<file path="src/rtl/afc_pkg.sv">
package afc_pkg;
  localparam int unsigned RUNGS = 4;
  localparam int unsigned SEL_W = 2;
  localparam int unsigned DEF_DEPTH = 16;
  localparam int unsigned DEF_L0 = 1;
  localparam int unsigned DEF_L1 = 4;
  localparam int unsigned DEF_L2 = 8;
  localparam int unsigned DEF_L3 = 14;

  typedef enum logic {
    GATE_OPEN = 1'b0,
    GATE_HELD = 1'b1
  } gate_state_e;
endpackage

</file>
<file path="src/rtl/afc_ladder.sv">
module afc_ladder
  import afc_pkg::*;
#(
  parameter int unsigned DEPTH = DEF_DEPTH,
  parameter int unsigned L0 = DEF_L0,
  parameter int unsigned L1 = DEF_L1,
  parameter int unsigned L2 = DEF_L2,
  parameter int unsigned L3 = DEF_L3,
  localparam int unsigned LVL_W = $clog2(DEPTH + 1)
) (
  input  logic [SEL_W-1:0] sel,
  output logic [LVL_W-1:0] trig_lvl,
  output logic [LVL_W-1:0] hi_lvl,
  output logic [LVL_W-1:0] lo_lvl
);
  localparam int unsigned LAD [RUNGS] = '{L0, L1, L2, L3};

  logic [LVL_W-1:0] trig_tab [RUNGS];
  logic [LVL_W-1:0] hi_tab   [RUNGS];
  logic [LVL_W-1:0] lo_tab   [RUNGS];

  for (genvar i = 0; i < RUNGS; i++) begin : g_rung
    assign trig_tab[i] = LVL_W'(LAD[i]);
    if (i == RUNGS - 1) begin : g_top
      assign hi_tab[i] = LVL_W'(DEPTH);
    end else begin : g_mid_hi
      assign hi_tab[i] = LVL_W'(LAD[i+1]);
    end
    if (i == 0) begin : g_bot
      assign lo_tab[i] = '0;
    end else begin : g_mid_lo
      assign lo_tab[i] = LVL_W'(LAD[i-1]);
    end
  end

  assign trig_lvl = trig_tab[sel];
  assign hi_lvl   = hi_tab[sel];
  assign lo_lvl   = lo_tab[sel];
endmodule

</file>
<file path="src/rtl/afc_cts_gate.sv">
module afc_cts_gate
  import afc_pkg::*;
(
  input  logic clk,
  input  logic rst_n,
  input  logic en,
  input  logic cts_n,
  input  logic boundary,
  output logic allow
);
  gate_state_e state_q;

  always_ff @(posedge clk or negedge rst_n) begin
    if (!rst_n) begin
      state_q <= GATE_OPEN;
    end else if (boundary) begin
      state_q <= (en && cts_n) ? GATE_HELD : GATE_OPEN;
    end
  end

  assign allow = !en || (state_q == GATE_OPEN);
endmodule

</file>
<file path="src/rtl/afc_rts_ctrl.sv">
module afc_rts_ctrl #(
  parameter int unsigned LVL_W = 5
) (
  input  logic             clk,
  input  logic             rst_n,
  input  logic             en,
  input  logic             mcr_rts,
  input  logic [LVL_W-1:0] level,
  input  logic [LVL_W-1:0] trig_lvl,
  input  logic [LVL_W-1:0] hi_lvl,
  input  logic [LVL_W-1:0] lo_lvl,
  output logic             rts_n,
  output logic             irq
);
  logic stop_q;
  logic irq_q;
  logic reach_hi;
  logic drop_lo;

  assign reach_hi = (level >= hi_lvl);
  assign drop_lo  = (lo_lvl == '0) ? (level == '0) : (level < lo_lvl);

  always_ff @(posedge clk or negedge rst_n) begin
    if (!rst_n) begin
      stop_q <= 1'b0;
      irq_q  <= 1'b0;
    end else begin
      irq_q <= (level >= trig_lvl);
      if (!en)           stop_q <= 1'b0;
      else if (reach_hi) stop_q <= 1'b1;
      else if (drop_lo)  stop_q <= 1'b0;
    end
  end

  assign rts_n = !mcr_rts || (en && stop_q);
  assign irq   = irq_q;
endmodule

</file>
<file path="src/rtl/uart_autoflow.sv">
module uart_autoflow
  import afc_pkg::*;
#(
  parameter int unsigned DEPTH = DEF_DEPTH,
  parameter int unsigned L0 = DEF_L0,
  parameter int unsigned L1 = DEF_L1,
  parameter int unsigned L2 = DEF_L2,
  parameter int unsigned L3 = DEF_L3,
  localparam int unsigned LVL_W = $clog2(DEPTH + 1)
) (
  input  logic             clk,
  input  logic             rst_n,
  input  logic             cts_auto_en,
  input  logic             rts_auto_en,
  input  logic             mcr_rts,
  input  logic             cts_n,
  input  logic             tx_boundary,
  input  logic [LVL_W-1:0] rx_level,
  input  logic [SEL_W-1:0] trig_sel,
  output logic             tx_allow,
  output logic             rts_n,
  output logic             rx_trig_irq
);
  logic [LVL_W-1:0] trig_lvl, hi_lvl, lo_lvl;

  afc_ladder #(.DEPTH(DEPTH), .L0(L0), .L1(L1), .L2(L2), .L3(L3)) u_ladder (
    .sel(trig_sel), .trig_lvl(trig_lvl), .hi_lvl(hi_lvl), .lo_lvl(lo_lvl)
  );

  afc_cts_gate u_cts (
    .clk(clk), .rst_n(rst_n), .en(cts_auto_en), .cts_n(cts_n),
    .boundary(tx_boundary), .allow(tx_allow)
  );

  afc_rts_ctrl #(.LVL_W(LVL_W)) u_rts (
    .clk(clk), .rst_n(rst_n), .en(rts_auto_en), .mcr_rts(mcr_rts),
    .level(rx_level), .trig_lvl(trig_lvl), .hi_lvl(hi_lvl), .lo_lvl(lo_lvl),
    .rts_n(rts_n), .irq(rx_trig_irq)
  );
endmodule

</file>
<file path="config.mk">
export PLATFORM = sky130hd
export DESIGN_NAME = uart_autoflow
export DESIGN_NICKNAME = d
export VERILOG_FILES = /design/src/rtl/afc_pkg.sv /design/src/rtl/afc_ladder.sv /design/src/rtl/afc_cts_gate.sv /design/src/rtl/afc_rts_ctrl.sv /design/src/rtl/uart_autoflow.sv
export SDC_FILE = /design/constraint.sdc
export NUM_CORES = 1
export LEC_CHECK = 0
export BUFFER_PORTS_ARGS = -buffer_cell sky130_fd_sc_hd__buf_2
export CORE_AREA = 2 2 39 41
export DETAILED_ROUTE_END_ITERATION = 6
export DIE_AREA = 0 0 41 43
export PLACE_DENSITY = 0.6
export SLEW_MARGIN = 30
export SYNTH_ARGS = -nofsm -noshare
export SYNTH_HDL_FRONTEND = slang
export SYNTH_SLANG_ARGS = --single-unit
</file>
<file path="constraint.sdc">
create_clock -name clk -period 0.8 [get_ports clk]
set_input_delay 0.04 -clock clk [delete_from_list [all_inputs] [get_ports clk]]
set_output_delay 0.04 -clock clk [all_outputs]
set_load 0.01 [all_outputs]
</file>
Yosys cells after proc, flatten, opt, wreduce, memory -nomap -nowiden

Index checks and enable logic that the tools add are counted.
Widths: inputs -> output; s select.

Flip-flop bits (word level): 3
Input port bits: 14
Output and inout port bits: 3

$lt $le $gt $ge: 4
Equal/unequal tests: 1
Muxes and demuxes: 14
Bitwise operators: 2
Reduce and logical (&&, ||, !) cells: 8

Operator list:

| cell               | number |
|---|---|
| $bmux 5 s2         | 3 |
| $mux 5             | 6 |
| $ge 5x5->1         | 2 |
| $logic_not 5->1    | 2 |
| $lt 5x5->1         | 1 |
| $mux 1             | 5 |
| $ge 3x3->1 const B | 1 |
| $ne 3x1->1 const B | 1 |
| $not 2->3          | 1 |
| $logic_and 1x1->1  | 2 |
| $logic_not 1->1    | 2 |
| $logic_or 1x1->1   | 2 |
| $not 1->1          | 1 |

Logic depth before layout (Yosys ltp)

Gate-level depths: netlist of the first run.

Depth after elaboration: 9
Mapped depth: 7
Depth with buffers taken out: 7

By module

Synthesis of the first run repeated with hierarchy kept, for this count alone.

Cells, all modules: 77
Area, all modules: 603.1 sq um

Modules (own cells, without submodules):

| module       | instances | cells each | area an instance (sq um) | seq. area each (sq um) |
|---|---|---|---|---|
| afc_rts_ctrl | 1         | 55         | 425.4                    | 50.0 |
| afc_ladder   | 1         | 17         | 135.1                    | 0.0 |
| afc_cts_gate | 1         | 5          | 42.5                     | 25.0 |

Least setup slack after synthesis of the first run

No wires, ideal clock.

Path kind: input port to flip-flop
From: input port trig_sel[0]
To: register u_rts.irq_q (netlist: u_rts.irq)
Library setup time: 124 ps
Arrival: 1290 ps
Data required time: 676 ps
Slack: -614 ps
Cell stages on the path: 7
Buffers on the path: 0
Cells stage by stage: inv_1 -> ha_1 -> ha_1 -> nand2b_1 -> a21o_1 -> a21o_1 -> a211o_1

Cells in the longest elaborated chain, start to end: 5

Ends and longest elaborated chain:

| item                                       | line                | text |
|---|---|---|
| start, declared                            | uart_autoflow.sv:19 | `input logic [SEL_W-1:0] trig_sel,` |
| $not 2->3 (not written as such)            | afc_ladder.sv:36    | `assign trig_lvl = trig_tab[sel];` |
| $bmux 5 s2                                 | afc_ladder.sv:36    |  |
| $mux 5 (not written as such) (2 in series) | afc_ladder.sv:36    |  |
| $ge 5x5->1                                 | afc_rts_ctrl.sv:28  | `irq_q <= (level >= trig_lvl);` |
| end signal, assigned                       | afc_rts_ctrl.sv:28  |  |
| end, declared                              | afc_rts_ctrl.sv:16  | `logic irq_q;` |

No other way between the ends. The select of a mux whose other input is x is not followed.
A chain may end at the register's enable or synchronous reset.

Worst setup path in the final report of the first run

From: input port trig_sel[1]
To: register u_rts.irq_q (netlist: u_rts.irq)

The elaborated chain is that of the path after synthesis.

==> impl_metrics.env, run 1 <==
export IMPL_avgSynthCellArea_sq_um=8.89
export IMPL_first_global_vias=430
export IMPL_clockBufferDepth=2
export IMPL_critPathArrivalTime_ps=1210
export IMPL_drive_gt1_share_pct=57.3
export IMPL_placed_cell_area_sq_um=668
export IMPL_drt_pass1_iterations=2
export IMPL_min_path_cells=2
export IMPL_timing_final_ws_setup_ps=-285
export IMPL_end_kind="flop"
export IMPL_crit_end="u_rts.irq"
export IMPL_fmax_mhz=922
export IMPL_core_area_sq_mm=0.00138
export IMPL_ys_ff_latch=3
export IMPL_critical_path_top_delay_family="compound AO/OA/AOI/OAI gates"
export IMPL_hold_viol_final=0
export IMPL_worst_ep_required_time_ps=920
export IMPL_cap_violations=0
export IMPL_clock_latency_ps=230
export IMPL_maxSlewViolCount=0
export IMPL_clockRootBuffer="clkbuf_4"
export IMPL_initial_core_util_pct=30.8
export IMPL_drc=0
export IMPL_vias=454
export IMPL_globalplace_congestion=0.784
export IMPL_setup_viol=4
export IMPL_die_area_sq_mm=0.00176
export IMPL_tightest_slew_ps=210
export IMPL_nFillCells=122
export IMPL_fin_skew_ps=0
export IMPL_critPathLaunch="trig_sel[1]"
export IMPL_hpwlAfterDp_microns=878
export IMPL_p_per_area_mw_per_mm2=1000
export IMPL_cts_buffers=3
export IMPL_crit_chain="buf_12 > inv_12 > ha_4 > ha_4 > nand2b_4 > a21o_1 > a21o_1 > a211o_1"
export IMPL_grt_max_degree=5
export IMPL_cts_tree="yes"
export IMPL_path_depth=8
export IMPL_path_max_fanout=4
export IMPL_syn_area_sq_um=427
export IMPL_fin_crit_sh_pct=136
export IMPL_vias_per_cell=4.63
export IMPL_area_growth_syn_to_layout_pct=89.1
export IMPL_holdWs_ps=0.755
export IMPL_startpoint_type="input pin"
export IMPL_antenna_found_initial=0
export IMPL_r2r_start="u_rts.stop_q"
export IMPL_multi_input_area_sq_um=417
export IMPL_yosysUniqueCellTypes=18
export IMPL_yosysWarnings=0
export IMPL_rows=14
export IMPL_violations="setup timing"
export IMPL_post_drt_wl_per_cell_microns=10.8
export IMPL_leakagePower_nw=0.392
export IMPL_criticalPathCategory="input pin to flop"
export IMPL_relSlewSlack_pct=86.0
export IMPL_critical_path_max_stage_delay_ps=240
export IMPL_syn_inst=48
export IMPL_ios=17
export IMPL_status="finished, violations left"
export IMPL_r2r_end="u_rts.stop_q"
export IMPL_ys_seq_area_share_pct=17.6
export IMPL_grtUsageTotal_pct=14.2
export IMPL_portBuffers=16
export IMPL_die_w_microns=41
export IMPL_cts_htree_levels=1
export IMPL_cts_sinks=3
export IMPL_overflow=0
export IMPL_drt_wl_total_mm=1.06
export IMPL_synth_nets=76
export IMPL_rsz0062_at_grt="yes"
export IMPL_crit_buf_inv=2
export IMPL_clkSlewWorstSetupHoldPaths_ps=40
export IMPL_die_h_microns=43
export IMPL_rr_worst_depth=3
export IMPL_min_period_ps=1080
export IMPL_nets=111
export IMPL_final_area_sq_um=807
export IMPL_ant_nets=0
export IMPL_antenna_cells=0
export IMPL_hold_path_class="input pin to flop"
export IMPL_drtIter0Drc=1
export IMPL_r2r_slack_ps=20
export IMPL_ff_latch_area_sq_um=75.1
export IMPL_slowest_stage="a211o_1"
export IMPL_max_vdd_ir_drop_mv=0.326
export IMPL_grt_pass1_wl_mm=1.68
## metrics by stage
step / util [%] / TNS (ps) / cells / worst slack (ps) / power, mW
2_1_floorplan: - / -674 / 48 / -369 / 0.332
4_1_cts: 56.3 / -577 / 97 / -290 / 0.796
6_report: 58.3 / -568 / 98 / -285 / 0.807
3_5_place_dp: 48.3 / -1320 / 89 / -659 / 0.471
5_1_grt: 58.3 / -775 / 98 / -320 / 0.872
3_3_place_gp: 48.3 / -1290 / 89 / -650 / 0.465
## timing repair
action / 4_1_cts / 5_1_grt
pin swaps: 8 / 2
setup endpoints to repair: 4 / 4
endpoints found under the hold margin: 3 / 0
hold buffers: 1 / 0
resized for setup: 11 / 3
setup buffers: 3 / 1
## cell type report
cell class | count | share of cell area (%)
Multi-Input combinational cell | 38 | 51.6
Timing Repair Buffer | 30 | 27.0
Clock buffer | 4 | 3.26
Tap cell | 16 | 2.48
Inverter | 7 | 6.36
Sequential cell | 3 | 9.30
## synthesized netlist by cell type
cell       count  share of area, %
xnor2_1        1               2.1
ha_1          14                41
nand3_1        2               2.3
o2bb2ai_1      1               2.1
nor3b_1        1               1.8
a211o_1        1               2.1
nand2b_1       1               1.5
a31oi_1        1               1.5
a21o_1         2               3.5
o311ai_2       1               3.8
a21oi_1        1               1.2
nor3_1         2               2.3
or4b_1         1               2.3
inv_1          7               6.2
nand2_1        5               4.4
o21ai_0        3               3.5
dfrtp_1        3                18
nor2_1         1              0.88
## state kept, by name, summed over array words and instances (netlist names)
register,flops
u_rts.stop_q,1
u_rts.irq,1
u_cts.state_q,1
## how the worst min path moves through the flow
stage / start / endpoint
final: tx_boundary / u_cts.state_q
after global routing: tx_boundary / u_cts.state_q
after CTS: tx_boundary / u_cts.state_q
after detailed placement: rst_n / u_rts.irq
after global placement: rst_n / u_cts.state_q
after floorplan: rst_n / u_cts.state_q
## per-layer routing
layer | track usage [%] | part of all wire, %
met4 | 6.00 | 0.85
met3 | 1.57 | 5.9
met2 | 26.3 | 54
met5 | 0 | 0
met1 | 14.6 | 39
## cells in the final DEF, fill, tap and decap left out, types with 2 or more instances in the layout
cell,Yosys,routed
buf_12,0,2
nor3_2,0,2
buf_2,0,14
buf_4,0,13
inv_1,7,4
ha_4,0,5
inv_12,0,2
dfrtp_1,3,3
a21o_1,2,2
clkbuf_4,0,3
ha_1,14,8
o21ai_0,3,2
nand3_1,2,2
nand2_1,5,5
## logic make-up (layout without fill, tap and decap cells)
logic type / count (synthesis) / in the layout / synth area share, %
simple gates: 13 / 13 / 15.5
fa+ha+maj: 14 / 14 / 41.1
flops: 3 / 3 / 17.6
xor+xnor: 1 / 1 / 2.05
buf+inv: 7 / 41 / 6.16
compound gates: 10 / 10 / 17.6
## report_power, final
part	switching, mW	internal, mW	leakage, nW
Sequential	0.00647	0.169	0.0357
Combinational	0.156	0.204	0.341
Clock	0.0845	0.187	0.0150
Total	0.247	0.560	0.392
Power figures use the tool's default switching activity.
==> run 2: changes to the inputs <==
Settings changed: ABC_CLOCK_PERIOD_IN_PS from default to 800, CTS_BUF_LIST from default to sky130_fd_sc_hd__clkbuf_2 sky130_fd_sc_hd__clkbuf_4 sky130_fd_sc_hd__clkbuf_8, PLACE_DENSITY 0.6 to default.
==> run 2 against run 1 <==
Net effect: the flow finishes with violations (hold timing, setup timing); via count stayed put; critical endpoint unchanged; maximum frequency unchanged; sequential share of layout area is essentially flat; final cell count did not move.
==> impl_metrics.env, run 2 (synthesis results as in run 1) <==
export IMPL_clkSlewWorstSetupHoldPaths_ps=40
export IMPL_leakagePower_nw=0.396
export IMPL_hold_path_class="input pin to flop"
export IMPL_mostFrequentLayoutCell="buf_2"
export IMPL_min_period_ps=1080
export IMPL_cts_buffers=3
export IMPL_drtIter0Drc=1
export IMPL_grt_pass1_wl_mm=1.70
export IMPL_tightest_slew_ps=210
export IMPL_clockBufferDepth=2
export IMPL_core_area_sq_mm=0.00138
export IMPL_setup_viol=4
export IMPL_pre_cts_slack_ps=-659
export IMPL_crit_chain="buf_12 > inv_12 > ha_4 > ha_4 > nand2b_4 > a21o_1 > a21o_1 > a211o_1"
export IMPL_initial_core_util_pct=30.8
export IMPL_holdWs_ps=-0.207
export IMPL_ant_nets=0
export IMPL_max_vdd_ir_drop_mv=0.326
export IMPL_grt_max_degree=5
export IMPL_die_h_microns=43
export IMPL_antenna_found_initial=0
export IMPL_rsz0062_at_grt="yes"
export IMPL_fin_skew_ps=0
export IMPL_drc=0
export IMPL_critPathArrivalTime_ps=1210
export IMPL_clock_latency_ps=230
export IMPL_clockRootBuffer="clkbuf_4"
export IMPL_cap_violations=0
export IMPL_drive_gt1_share_pct=58.5
export IMPL_critical_path_top_delay_family="compound AO/OA/AOI/OAI gates"
export IMPL_multi_input_area_sq_um=417
export IMPL_final_area_sq_um=811
export IMPL_status="finished, violations left"
export IMPL_setup_tns_ps=-570
export IMPL_post_drt_wl_per_cell_microns=10.8
export IMPL_instances_no_fill=98
export IMPL_maxSlewViolCount=0
export IMPL_die_w_microns=41
export IMPL_cts_sinks=3
export IMPL_fin_crit_sh_pct=136
export IMPL_end_kind="flop"
export IMPL_die_area_sq_mm=0.00176
export IMPL_dp_cells=89
export IMPL_nets=111
export IMPL_violations="hold timing, setup timing"
export IMPL_p_per_area_mw_per_mm2=1040
export IMPL_hold_viol_final=1
export IMPL_placed_cell_area_sq_um=668
export IMPL_slowest_stage="a211o_1"
export IMPL_nFillCells=121
export IMPL_fmax_mhz=922
export IMPL_first_global_vias=431
export IMPL_ff_latch_area_sq_um=75.1
export IMPL_critical_path_max_stage_delay_ps=240
export IMPL_antenna_cells=0
export IMPL_cts_tree="yes"
export IMPL_grtUsageTotal_pct=14.3
export IMPL_vias_per_cell=4.63
export IMPL_area_growth_syn_to_layout_pct=90.0
export IMPL_crit_buf_inv=2
export IMPL_criticalPathCategory="input pin to flop"
export IMPL_startpoint_type="input pin"
export IMPL_ios=17
export IMPL_fin_util_pct=58.6
export IMPL_portBuffers=16
export IMPL_overflow=0
export IMPL_rows=14
export IMPL_final_cell_mix="14 x buf_2, 13 x buf_4, 8 x ha_1"
export IMPL_globalplace_congestion=0.784
export IMPL_worst_ep_required_time_ps=920
export IMPL_cts_htree_levels=1
export IMPL_relSlewSlack_pct=86.0
export IMPL_hpwlAfterDp_microns=878
export IMPL_timing_final_ws_setup_ps=-285
export IMPL_drt_wl_total_mm=1.06
export IMPL_drt_pass1_iterations=2
export IMPL_path_max_fanout=4
export IMPL_finalPower_mw=0.842
export IMPL_vias=454
[run 2: cell counts in the layout (fill, tap and decap cells not counted)]
No cell type changed its count.
[run 2: worst register-to-register path, cell delays in order (launching register included)]
cell and delay (ps):
dfrtp_1 370, buf_4 130, o311ai_2 60, o2bb2ai_1 90
[run 2: timing repair]
action                     in CTS  in global routing
resized for setup              11                  3
setup endpoints to repair       4                  4
cloned                          0                  0
buffers inserted                3                  1
pin swaps                       8                  2
hold buffers                    1                  0
hold endpoints to repair        3                  0
[run 2: final timing paths]
check | start | end | slack (ps) | cells after the start
max in group asynchronous | rst_n | u_cts.state_q | 560 | 2
min in group asynchronous | rst_n | u_rts.irq | 120 | 2
worst min-delay path | tx_boundary | u_cts.state_q | -0.2 | 2
worst max register to register | u_rts.stop_q | u_rts.stop_q | 20 | 3
worst max-delay path | trig_sel[1] | u_rts.irq | -280 | 8
worst min register to register | u_cts.state_q | u_cts.state_q | 640 | 3
[run 2: cell type report]
class / instances / share of cell area (%)
Multi-Input combinational cell: 38 / 51.4
Inverter: 7 / 6.33
Tap cell: 16 / 2.47
Timing Repair Buffer: 30 / 26.9
Clock buffer: 4 / 3.70
Sequential cell: 3 / 9.26
[run 2: where the power goes]
part           internal, mW  switching [mW]  leakage [nW]
registers             0.169         0.00647        0.0357
clock network         0.221          0.0855        0.0184
logic                 0.204           0.156         0.341
[run 2: layer usage]
metal	share of wire [%]	vias to the layer above	track usage (%)	routed length, microns
met4	0.85	0	6.00	9
met2	54	15	26.3	571
met1	39	200	14.9	417
met3	5.9	2	1.57	63
met5	0	-	0	0
li1	-	237	-	-
==> run 3: changes to the inputs <==
Settings changed: REMOVE_ABC_BUFFERS from default to 1, SKIP_CTS_REPAIR_TIMING from default to 1.
==> run 3 against run 2 <==
Net effect: the run ends with setup timing left; critical path depth unchanged; total power decreased by 1.1%; die area unchanged; largest cell class unchanged; highest routed layer is now met3.
==> impl_metrics.env, run 3 (synthesis results as in run 1) <==
export IMPL_ios=17
export IMPL_globalplace_congestion=0.837
export IMPL_slowest_stage="a211o_1"
export IMPL_mostFrequentLayoutCell="buf_2"
export IMPL_wl_met1_microns=411
export IMPL_cts_htree_levels=1
export IMPL_tightest_slew_ps=199
export IMPL_worst_ep_required_time_ps=910
export IMPL_crit_buf_inv=3
export IMPL_critical_path_max_stage_delay_ps=250
export IMPL_fin_crit_sh_pct=145
export IMPL_fin_util_pct=58.3
export IMPL_setup_viol=4
export IMPL_area_growth_syn_to_layout_pct=89.1
export IMPL_critPathArrivalTime_ps=1270
export IMPL_grt_pass1_wl_mm=1.48
export IMPL_nets=111
export IMPL_cap_violations=0
export IMPL_antenna_cells=0
export IMPL_final_area_sq_um=807
export IMPL_drt_wl_total_mm=1.11
export IMPL_post_drt_wl_per_cell_microns=11.3
export IMPL_p_per_area_mw_per_mm2=1030
export IMPL_cts_tree="yes"
export IMPL_final_cell_mix="13 x buf_2, 10 x buf_4, 9 x ha_1"
export IMPL_clkSlewWorstSetupHoldPaths_ps=40
export IMPL_path_max_fanout=3
export IMPL_seqPwrFrac_pct=21.6
export IMPL_min_period_ps=1160
export IMPL_vias=468
export IMPL_placed_cell_area_sq_um=624
export IMPL_rows=14
export IMPL_drtIter0Drc=1
export IMPL_relSlewSlack_pct=86.7
export IMPL_portBuffers=16
export IMPL_hold_path_class="input pin to flop"
export IMPL_grt_max_degree=5
export IMPL_leakagePower_nw=0.397
export IMPL_clock_latency_ps=230
export IMPL_clockBufferDepth=2
export IMPL_wl_met2_microns=651
export IMPL_fmax_mhz=862
export IMPL_drt_pass1_iterations=4
export IMPL_die_h_microns=43
export IMPL_die_area_sq_mm=0.00176
export IMPL_drive_gt1_share_pct=57.3
export IMPL_criticalPathCategory="input pin to flop"
export IMPL_clockRootBuffer="clkbuf_4"
export IMPL_end_kind="flop"
export IMPL_violations="setup timing"
export IMPL_critPathLaunch="trig_sel[0]"
export IMPL_cts_buffers=3
export IMPL_wl_met3_microns=44
export IMPL_fin_skew_ps=0
export IMPL_p_sw_mw=0.247
export IMPL_hold_viol_final=0
export IMPL_combPwrFrac_pct=42.2
export IMPL_crit_chain="buf_6 > buf_4 > ha_4 > inv_4 > ha_4 > a21o_1 > a21o_1 > a211o_1"
export IMPL_max_vdd_ir_drop_mv=0.525
export IMPL_ant_nets=0
export IMPL_startpoint_type="input pin"
export IMPL_hold_start="tx_boundary"
export IMPL_switching_share_pct=29.7
export IMPL_r2r_start="u_rts.stop_q"
export IMPL_vias_per_cell=4.78
export IMPL_critical_path_top_delay_family="compound AO/OA/AOI/OAI gates"
export IMPL_overflow=0
export IMPL_top_layer_used="met3"
export IMPL_drc=0
export IMPL_cts_sinks=3
export IMPL_timing_final_ws_setup_ps=-361
export IMPL_antenna_found_initial=0
export IMPL_power_internal_mw=0.585
export IMPL_initial_core_util_pct=30.8
export IMPL_rsz0062_at_grt="yes"
export IMPL_grtUsageTotal_pct=12.3
export IMPL_hpwlAfterDp_microns=829
export IMPL_maxSlewViolCount=0
export IMPL_core_area_sq_mm=0.00138
export IMPL_status="finished, violations left"
export IMPL_clock_power_share_pct=36.2
export IMPL_die_w_microns=41
export IMPL_first_global_vias=426
## run 3: stage by stage
step	std cells	setup WS, ps	hold slack (ps)	power (mW)	TNS [ps]
4_1_cts	97	-479	-410	0.754	-1060
2_1_floorplan	48	-614	-256	0.302	-998
6_report	98	-361	7.58	0.833	-827
3_5_place_dp	93	-710	-160	0.442	-1390
5_1_grt	98	-396	22.4	0.897	-1010
3_3_place_gp	93	-706	-162	0.436	-1360
## run 3: worst reg2reg max path, cell delays in order (launching register included)
cell and delay, ps:
dfrtp_1 400, o311ai_4 90, o2bb2ai_1 100
## run 3: power groups by stage
stage	registers, mW	logic [mW]	clock network, mW
3_5_place_dp	0.180	0.262	0
5_1_grt	0.182	0.397	0.318
6_report	0.180	0.351	0.302
4_1_cts	0.177	0.264	0.313
2_1_floorplan	0.180	0.122	0
3_3_place_gp	0.179	0.257	0
## run 3: worst paths after layout
kind                                  to  slack, ps  cells after the start
setup / recovery               u_rts.irq       -360                      8
max in group asynchronous      u_rts.irq        550                      2
hold / removal             u_cts.state_q          8                      2
hold reg to reg            u_cts.state_q        550                      2
setup reg to reg            u_rts.stop_q        100                      2
min in group asynchronous  u_cts.state_q        130                      2
## run 3: layout make-up
cell class	instances	area, sq um
Clock buffer	4	30.0
Fill cell	125	577
Inverter	7	36.3
Multi-Input combinational cell	38	424
Sequential cell	3	75.1
Tap cell	16	20.0
Timing Repair Buffer	30	221
## run 3: per-layer routing
layer / up-vias / global-route usage, %
met5: - / 0
met4: 0 / 6.00
met3: 0 / 1.57
met2: 13 / 22.2
met1: 216 / 12.7
li1: 239 / -
